### config.mk
export PLATFORM = sky130hd
export DESIGN_NAME = sram_bank_owner_arb
export DESIGN_NICKNAME = d
export VERILOG_FILES = /design/src/rtl/sbo_pkg.sv /design/src/rtl/sbo_port_dec.sv /design/src/rtl/sbo_bank_ctl.sv /design/src/rtl/sbo_irq_log.sv /design/src/rtl/sram_bank_owner_arb.sv
export SDC_FILE = /design/constraint.sdc
export NUM_CORES = 1
export LEC_CHECK = 0
export BUFFER_PORTS_ARGS = -buffer_cell sky130_fd_sc_hd__buf_4
export CORE_MARGIN = 2
export CORE_UTILIZATION = 30
export CTS_BUF_LIST = sky130_fd_sc_hd__clkbuf_8
export CTS_CLUSTER_DIAMETER = 30
export DETAILED_ROUTE_END_ITERATION = 10
export PLACE_DENSITY = 0.54
export SLEW_MARGIN = 30
export SYNTH_ARGS = -nofsm -noshare
export SYNTH_HDL_FRONTEND = slang
export SYNTH_HIERARCHICAL = 1
export SYNTH_SLANG_ARGS = --single-unit
### constraint.sdc
create_clock -name clk -period 2.56 [get_ports clk]
set_clock_uncertainty 0.2 [all_clocks]
set_input_delay 0.128 -clock clk [delete_from_list [all_inputs] [get_ports clk]]
set_output_delay 0.128 -clock clk [all_outputs]
set_load 0.01 [all_outputs]
### src/rtl/sbo_pkg.sv
package sbo_pkg;
    // processor indices inside every 2-bit per-bank vector
    localparam int PROC_BASE = 0;
    localparam int PROC_STK  = 1;

    // register word addresses; ownership words start at REG_OWN0
    localparam int REG_CTRL     = 0;
    localparam int REG_REQ_BASE = 1;
    localparam int REG_REQ_STK  = 2;
    localparam int REG_LOG      = 3;
    localparam int REG_OWN0     = 4;

    localparam logic [1:0] PRIO_EQUAL = 2'b00;
    localparam logic [1:0] PRIO_STK   = 2'b01;
    localparam logic [1:0] PRIO_BASE  = 2'b10;

    typedef struct packed {
        logic [1:0] prio;
        logic       spin;
    } ctrl_t;
endpackage

### src/rtl/sbo_port_dec.sv
module sbo_port_dec
    import sbo_pkg::*;
#(
    parameter int NUM_BANKS = 2,
    parameter int ADDR_W    = 3
) (
    input  logic                 wr_i,
    input  logic [ADDR_W-1:0]    addr_i,
    output logic                 hit_ctrl_o,
    output logic                 hit_reqb_o,
    output logic                 hit_reqs_o,
    output logic                 hit_log_o,
    output logic [NUM_BANKS-1:0] hit_own_o
);
    always_comb begin
        hit_ctrl_o = wr_i && (addr_i == ADDR_W'(REG_CTRL));
        hit_reqb_o = wr_i && (addr_i == ADDR_W'(REG_REQ_BASE));
        hit_reqs_o = wr_i && (addr_i == ADDR_W'(REG_REQ_STK));
        hit_log_o  = wr_i && (addr_i == ADDR_W'(REG_LOG));
        for (int b = 0; b < NUM_BANKS; b++) begin
            hit_own_o[b] = wr_i && (addr_i == ADDR_W'(REG_OWN0 + b));
        end
    end
endmodule

### src/rtl/sbo_bank_ctl.sv
module sbo_bank_ctl
    import sbo_pkg::*;
(
    input  logic       clk,
    input  logic       rst_n,
    input  logic [1:0] prio_i,
    input  logic [1:0] set_req_i,
    input  logic [1:0] clr_own_i,
    output logic [1:0] own_o,
    output logic [1:0] req_o,
    output logic [1:0] grant_o,
    output logic [1:0] rel_o
);
    typedef struct packed {
        logic [1:0] own;
        logic [1:0] req;
        logic [1:0] noted;   // relinquish already sent for this pending request
        logic       rr;      // 0: base wins next tie, 1: stack wins next tie
    } bank_st_t;

    bank_st_t st_q, st_d;
    logic [1:0] grant;
    logic [1:0] rel;

    always_comb begin
        st_d  = st_q;
        grant = 2'b00;
        rel   = 2'b00;

        if (st_q.own == 2'b00) begin
            if (st_q.req == 2'b11) begin
                case (prio_i)
                    PRIO_STK:  grant = 2'b10;
                    PRIO_BASE: grant = 2'b01;
                    default: begin
                        grant   = st_q.rr ? 2'b10 : 2'b01;
                        st_d.rr = ~st_q.rr;
                    end
                endcase
            end else begin
                grant = st_q.req;
            end
        end

        if (st_q.req[PROC_BASE] && st_q.own[PROC_STK] && !st_q.noted[PROC_BASE]) begin
            rel[PROC_STK]             = 1'b1;
            st_d.noted[PROC_BASE]     = 1'b1;
        end
        if (st_q.req[PROC_STK] && st_q.own[PROC_BASE] && !st_q.noted[PROC_STK]) begin
            rel[PROC_BASE]            = 1'b1;
            st_d.noted[PROC_STK]      = 1'b1;
        end

        st_d.own   = (st_q.own & ~clr_own_i) | grant;
        st_d.req   = (st_q.req & ~grant) | set_req_i;
        st_d.noted = st_d.noted & st_d.req;
    end

    always_ff @(posedge clk) begin
        if (!rst_n) st_q <= '0;
        else        st_q <= st_d;
    end

    assign own_o   = st_q.own;
    assign req_o   = st_q.req;
    assign grant_o = grant;
    assign rel_o   = rel;

    // exclusive ownership and single grant
    p_own_excl_r12: assert property (@(posedge clk) disable iff (!rst_n)
        st_q.own != 2'b11);
    p_grant_single_r12: assert property (@(posedge clk) disable iff (!rst_n)
        $onehot0(grant_o));
    // a grant lands in ownership and retires the request
    p_grant_lands_r2: assert property (@(posedge clk) disable iff (!rst_n)
        (grant_o != 2'b00) |=> (((own_o & $past(grant_o)) == $past(grant_o)) &&
                                ((req_o & $past(grant_o) & ~$past(set_req_i)) == 2'b00)));
    // fixed priorities decide ties
    p_prio_base_r5: assert property (@(posedge clk) disable iff (!rst_n)
        (own_o == 2'b00 && req_o == 2'b11 && prio_i == PRIO_BASE) |=> own_o == 2'b01);
    p_prio_stk_r5: assert property (@(posedge clk) disable iff (!rst_n)
        (own_o == 2'b00 && req_o == 2'b11 && prio_i == PRIO_STK) |=> own_o == 2'b10);
    // no grant to a waiter in the same edge the owner lets go
    p_no_early_grant_r7: assert property (@(posedge clk) disable iff (!rst_n)
        (own_o[PROC_STK] && clr_own_i[PROC_STK] && req_o[PROC_BASE]) |=> own_o == 2'b00);
endmodule

### src/rtl/sbo_irq_log.sv
module sbo_irq_log #(
    parameter int W = 5
) (
    input  logic         clk,
    input  logic         rst_n,
    input  logic [W-1:0] set_i,
    input  logic [W-1:0] clr_i,
    output logic [W-1:0] log_o,
    output logic         irq_o
);
    logic [W-1:0] log_d, log_q;

    always_comb begin
        log_d = (log_q & ~clr_i) | set_i;
    end

    always_ff @(posedge clk) begin
        if (!rst_n) log_q <= '0;
        else        log_q <= log_d;
    end

    assign log_o = log_q;
    assign irq_o = |log_q;

    // hardware set wins over a same-cycle clear; a lone clear empties the bit
    p_set_wins_r11: assert property (@(posedge clk) disable iff (!rst_n)
        (set_i != '0) |=> ((log_o & $past(set_i)) == $past(set_i)));
    p_clear_r11: assert property (@(posedge clk) disable iff (!rst_n)
        ((clr_i & ~set_i) != '0) |=> ((log_o & $past(clr_i & ~set_i)) == '0));
endmodule

### src/rtl/sram_bank_owner_arb.sv
module sram_bank_owner_arb
    import sbo_pkg::*;
#(
    parameter int  NUM_BANKS = 2,
    parameter int  DATA_W    = 8,
    localparam int NUM_REGS  = REG_OWN0 + NUM_BANKS,
    localparam int ADDR_W    = $clog2(NUM_REGS),
    localparam int BANK_W    = (NUM_BANKS > 1) ? $clog2(NUM_BANKS) : 1
) (
    input  logic              clk,
    input  logic              rst_n,
    input  logic              base_wr,
    input  logic [ADDR_W-1:0] base_addr,
    input  logic [DATA_W-1:0] base_wdata,
    output logic [DATA_W-1:0] base_rdata,
    input  logic              stk_wr,
    input  logic [ADDR_W-1:0] stk_addr,
    input  logic [DATA_W-1:0] stk_wdata,
    output logic [DATA_W-1:0] stk_rdata,
    input  logic              base_sram_acc,
    input  logic [BANK_W-1:0] base_sram_bank,
    output logic              base_irq,
    output logic              stk_irq
);
    localparam int BLOG_W = 1 + 2 * NUM_BANKS;
    localparam int SLOG_W = 2 * NUM_BANKS;

    typedef struct packed {
        ctrl_t ctrl;
    } top_st_t;

    top_st_t top_q, top_d;

    logic b_ctrl, b_reqb, b_reqs, b_log;
    logic s_ctrl, s_reqb, s_reqs, s_log;
    logic [NUM_BANKS-1:0] b_own, s_own;

    logic [NUM_BANKS-1:0][1:0] own_w, req_w, grant_w, rel_w;
    logic [BLOG_W-1:0] blog, blog_set, blog_clr;
    logic [SLOG_W-1:0] slog, slog_set, slog_clr;
    logic inval;
    logic [NUM_REGS-1:0][DATA_W-1:0] view;
    logic unused_bits;

    assign unused_bits = ^{s_ctrl, base_wdata, stk_wdata};

    sbo_port_dec #(.NUM_BANKS(NUM_BANKS), .ADDR_W(ADDR_W)) u_dec_base (
        .wr_i(base_wr), .addr_i(base_addr),
        .hit_ctrl_o(b_ctrl), .hit_reqb_o(b_reqb), .hit_reqs_o(b_reqs),
        .hit_log_o(b_log), .hit_own_o(b_own)
    );
    sbo_port_dec #(.NUM_BANKS(NUM_BANKS), .ADDR_W(ADDR_W)) u_dec_stk (
        .wr_i(stk_wr), .addr_i(stk_addr),
        .hit_ctrl_o(s_ctrl), .hit_reqb_o(s_reqb), .hit_reqs_o(s_reqs),
        .hit_log_o(s_log), .hit_own_o(s_own)
    );

    // control word: base side only
    always_comb begin
        top_d = top_q;
        if (b_ctrl) top_d.ctrl = ctrl_t'(base_wdata[2:0]);
    end

    always_ff @(posedge clk) begin
        if (!rst_n) top_q <= '0;
        else        top_q <= top_d;
    end

    for (genvar b = 0; b < NUM_BANKS; b++) begin : g_bank
        logic [1:0] set_req;
        logic [1:0] clr_own;
        always_comb begin
            if (top_q.ctrl.spin) begin
                set_req[PROC_BASE] = b_reqb && base_wdata[b];
                set_req[PROC_STK]  = s_reqs && stk_wdata[b];
            end else begin
                set_req[PROC_BASE] = (b != NUM_BANKS - 1) && s_reqb && stk_wdata[b];
                set_req[PROC_STK]  = b_reqs && base_wdata[b];
            end
            clr_own[PROC_BASE] = b_own[b] && base_wdata[PROC_BASE];
            clr_own[PROC_STK]  = s_own[b] && stk_wdata[PROC_STK];
        end
        sbo_bank_ctl u_bank (
            .clk(clk), .rst_n(rst_n), .prio_i(top_q.ctrl.prio),
            .set_req_i(set_req), .clr_own_i(clr_own),
            .own_o(own_w[b]), .req_o(req_w[b]),
            .grant_o(grant_w[b]), .rel_o(rel_w[b])
        );
    end

    always_comb begin
        blog_set = '0;
        slog_set = '0;
        inval    = base_sram_acc;
        for (int b = 0; b < NUM_BANKS; b++) begin
            blog_set[1 + b]             = grant_w[b][PROC_BASE];
            blog_set[1 + NUM_BANKS + b] = rel_w[b][PROC_BASE];
            slog_set[b]                 = grant_w[b][PROC_STK];
            slog_set[NUM_BANKS + b]     = rel_w[b][PROC_STK];
            if (base_sram_bank == BANK_W'(b) && own_w[b][PROC_BASE]) inval = 1'b0;
        end
        blog_set[0] = inval;
        blog_clr = b_log ? base_wdata[BLOG_W-1:0] : '0;
        slog_clr = s_log ? stk_wdata[SLOG_W-1:0]  : '0;
    end

    sbo_irq_log #(.W(BLOG_W)) u_log_base (
        .clk(clk), .rst_n(rst_n), .set_i(blog_set), .clr_i(blog_clr),
        .log_o(blog), .irq_o(base_irq)
    );
    sbo_irq_log #(.W(SLOG_W)) u_log_stk (
        .clk(clk), .rst_n(rst_n), .set_i(slog_set), .clr_i(slog_clr),
        .log_o(slog), .irq_o(stk_irq)
    );

    // shared read view; the log word is per processor
    always_comb begin
        view = '0;
        view[REG_CTRL] = DATA_W'(top_q.ctrl);
        for (int b = 0; b < NUM_BANKS; b++) begin
            view[REG_REQ_BASE][b] = req_w[b][PROC_BASE];
            view[REG_REQ_STK][b]  = req_w[b][PROC_STK];
            view[REG_OWN0 + b]    = DATA_W'(own_w[b]);
        end
    end

    always_comb begin
        base_rdata = '0;
        if (int'(base_addr) == REG_LOG)      base_rdata = DATA_W'(blog);
        else if (int'(base_addr) < NUM_REGS) base_rdata = view[base_addr];
    end

    always_comb begin
        stk_rdata = '0;
        if (int'(stk_addr) == REG_LOG)      stk_rdata = DATA_W'(slog);
        else if (int'(stk_addr) < NUM_REGS) stk_rdata = view[stk_addr];
    end

    // control only moves on a base write to word 0
    p_ctrl_guard_r8: assert property (@(posedge clk) disable iff (!rst_n)
        !(base_wr && base_addr == ADDR_W'(REG_CTRL)) |=> $stable(top_q.ctrl));
    // access to an unowned bank raises the invalid flag
    p_inval_flag_r10: assert property (@(posedge clk) disable iff (!rst_n)
        (base_sram_acc && base_sram_bank == '0 && !own_w[0][PROC_BASE]) |=> blog[0]);
endmodule

==> flow_summary.yaml <==
status:
  status: "complete, no violations"
global_routing:
  grt_first_pass_wirelength_um: 7360
  grt_remaining_overflow: 0
  grt_start_max_net_pins: 25
  grt_use_total_pct: 12.5
  antenna_found_initial: 0
  grt_pass1_vias: 1493
cts:
  htree_levels: 1
  cts.sinks: 26
  clk_pin_slew_ns: 0.09
  numCtsBuffers: 3
  cts_resized: 0
  cts_setup_buffers: 0
  cts-root-buf: "clkbuf_8"
  clock_path_buffers: 2
  cts_hold_buf: 4
  clk_latency_ns: 0.27
  cts_tree: "done"
power_and_ir_drop:
  power.total_uw: 807
  cellPowerDensity_nw_per_um2: 365
  leakage_uw: 0.000961
  peakVddDrop_mv: 0.195
timing:
  fin_crit_sh_pct: 74.8
  setup_viol: 0
  slew_headroom_pct: 65.4
  worst_slack_ns: 0.644
  drv_slew: 0
  max_freq_mhz: 522
  hold_violations: 0
  post-route-min-period_ns: 1.92
  whs_ns: 0.0144
  worst_slew_pin_slew_ns: 0.517
  rsz0062_at_grt: "false"
  finalSetupTns_ns: 0
layout:
  fin_util_pct: 34.8
  antennaDiodeCount: 0
  seq_area_um2: 520
  fillers: 675
  drive_gt1_share_pct: 16.7
  final_net_count: 296
  multi_input_area_um2: 1230
  syn_to_final_growth_pct: 12.3
flow_run:
  drv_cap: 0
critical_path:
  cp-start-kind: "flop"
  critPathRequiredTime_ns: 2.58
  slowest_delay_ns: 0.48
  crit_path_max_fanout: 7
  crit_type: "flop to flop"
  endpoint_kind: "flop"
  worstPathCellList: "inv_1 -> ha_1 -> mux2i_1 -> a2111oi_2 -> o21a_1"
  crit_arrival_ns: 1.94
  cp_num_buf_inv: 1
  cp_top_family: "compound AO/OA/AOI/OAI gates"
  crit_path_top_delay_cell: "dfxtp_1"
placement:
  gp_congestion: 0.795
  place_hpwl_um: 3160
  io_buffers: 31
  dp_slack_ns: 0.648
floorplan:
  rows: 29
  die_w_um: 85.1
  start_util_pct: 31.0
  die_h_um: 85.1
  coreArea_um2: 6350
  io_pins: 46
  dieArea_um2: 7230
routing:
  ant_nets: 0
  firstDrtPassIters: 4
  drc: 0
  drt-initial-drc-count: 74
  avgRoutedWirePerCell_um: 12.8
  vias_per_cell: 4.81
  num_vias: 1635
  wl_um: 4370
synthesis:
  ys_warn_count: 6
  netlist_instances: 247
  netlist_area_um2: 1970
  syn-mean-instance-area_um2: 7.98
hold_path:
  hold_class: "input pin to flop"
registers in the layout, indices dropped and copies added (netlist names):
| register | cells |
|---|---|
| g_bank.u_bank/own_o | 4 |
| g_bank.u_bank/req_o | 4 |
| g_bank.u_bank/st_q | 6 |
| top_q | 3 |
| u_log_stk/log_o | 4 |
| u_log_base/log_o | 5 |
power breakdown:
part           internal [uW]  total, uW  switching, uW
Sequential               408        416           7.61
Combinational           59.1        121           61.4
Clock                    138        271            133
Total                    605        807            202
area by class of cell:
cell class / instances / area share (%)
inverter: 10 / 1.70
timing repair buffer: 35 / 12.3
clock buffer: 4 / 2.49
multi-input combinational: 188 / 55.6
sequential: 26 / 23.5
tap: 77 / 4.36
path summary, 6_finish.rpt:
kind                                               from                                    end  slack [ns]  cells after the start
setup reg to reg                  top_q[1]$_SDFFE_PN0P_          u_log_stk/log_o[1]$_SDFF_PN0_        0.64                      5
hold / removal                                    rst_n         u_log_base/log_o[0]$_SDFF_PN0_        0.01                      2
hold reg to reg   g_bank[1].u_bank/st_q[0]$_SDFFE_PN0P_  g_bank[1].u_bank/st_q[0]$_SDFFE_PN0P_        0.30                      2
setup / recovery                  top_q[1]$_SDFFE_PN0P_          u_log_stk/log_o[1]$_SDFF_PN0_        0.64                      5
through the flow:
| step | cell area, um^2 | cells |
|---|---|---|
| floorplan | 1990 | 253 |
| global placement | 2120 | 332 |
| detailed placement | 2120 | 332 |
| CTS | 2210 | 340 |
| global route | 2210 | 340 |
| finish | 2210 | 340 |
layer usage:
| metal | vias to the layer above | GRT usage [%] | wire, um |
|---|---|---|---|
| met2 | 41 | 19.3 | 1790 |
| met4 | 0 | 2.60 | 32 |
| met5 | - | 0 | 0 |
| met1 | 716 | 17.8 | 2310 |
| met3 | 2 | 2.72 | 231 |
| li1 | 876 | - | - |
placed cells by master (no fill, tap or decap), types with 3 or more instances in the layout:
cell	count
buf_4	31
dfxtp_1	26
nand2_1	22
a21oi_1	18
and2_1	16
nor2b_1	16
nor2_1	14
o21a_1	13
mux2i_1	10
inv_1	10
nand3_1	9
conb_1	7
nand2b_1	6
and3_1	5
o22ai_1	4
clkbuf_8	4
ha_1	4
dlygate4sd3_1	4
and4bb_1	4
o21ai_0	3
nor3b_1	3
or4_1	3
(Power assumes the default switching activity.)
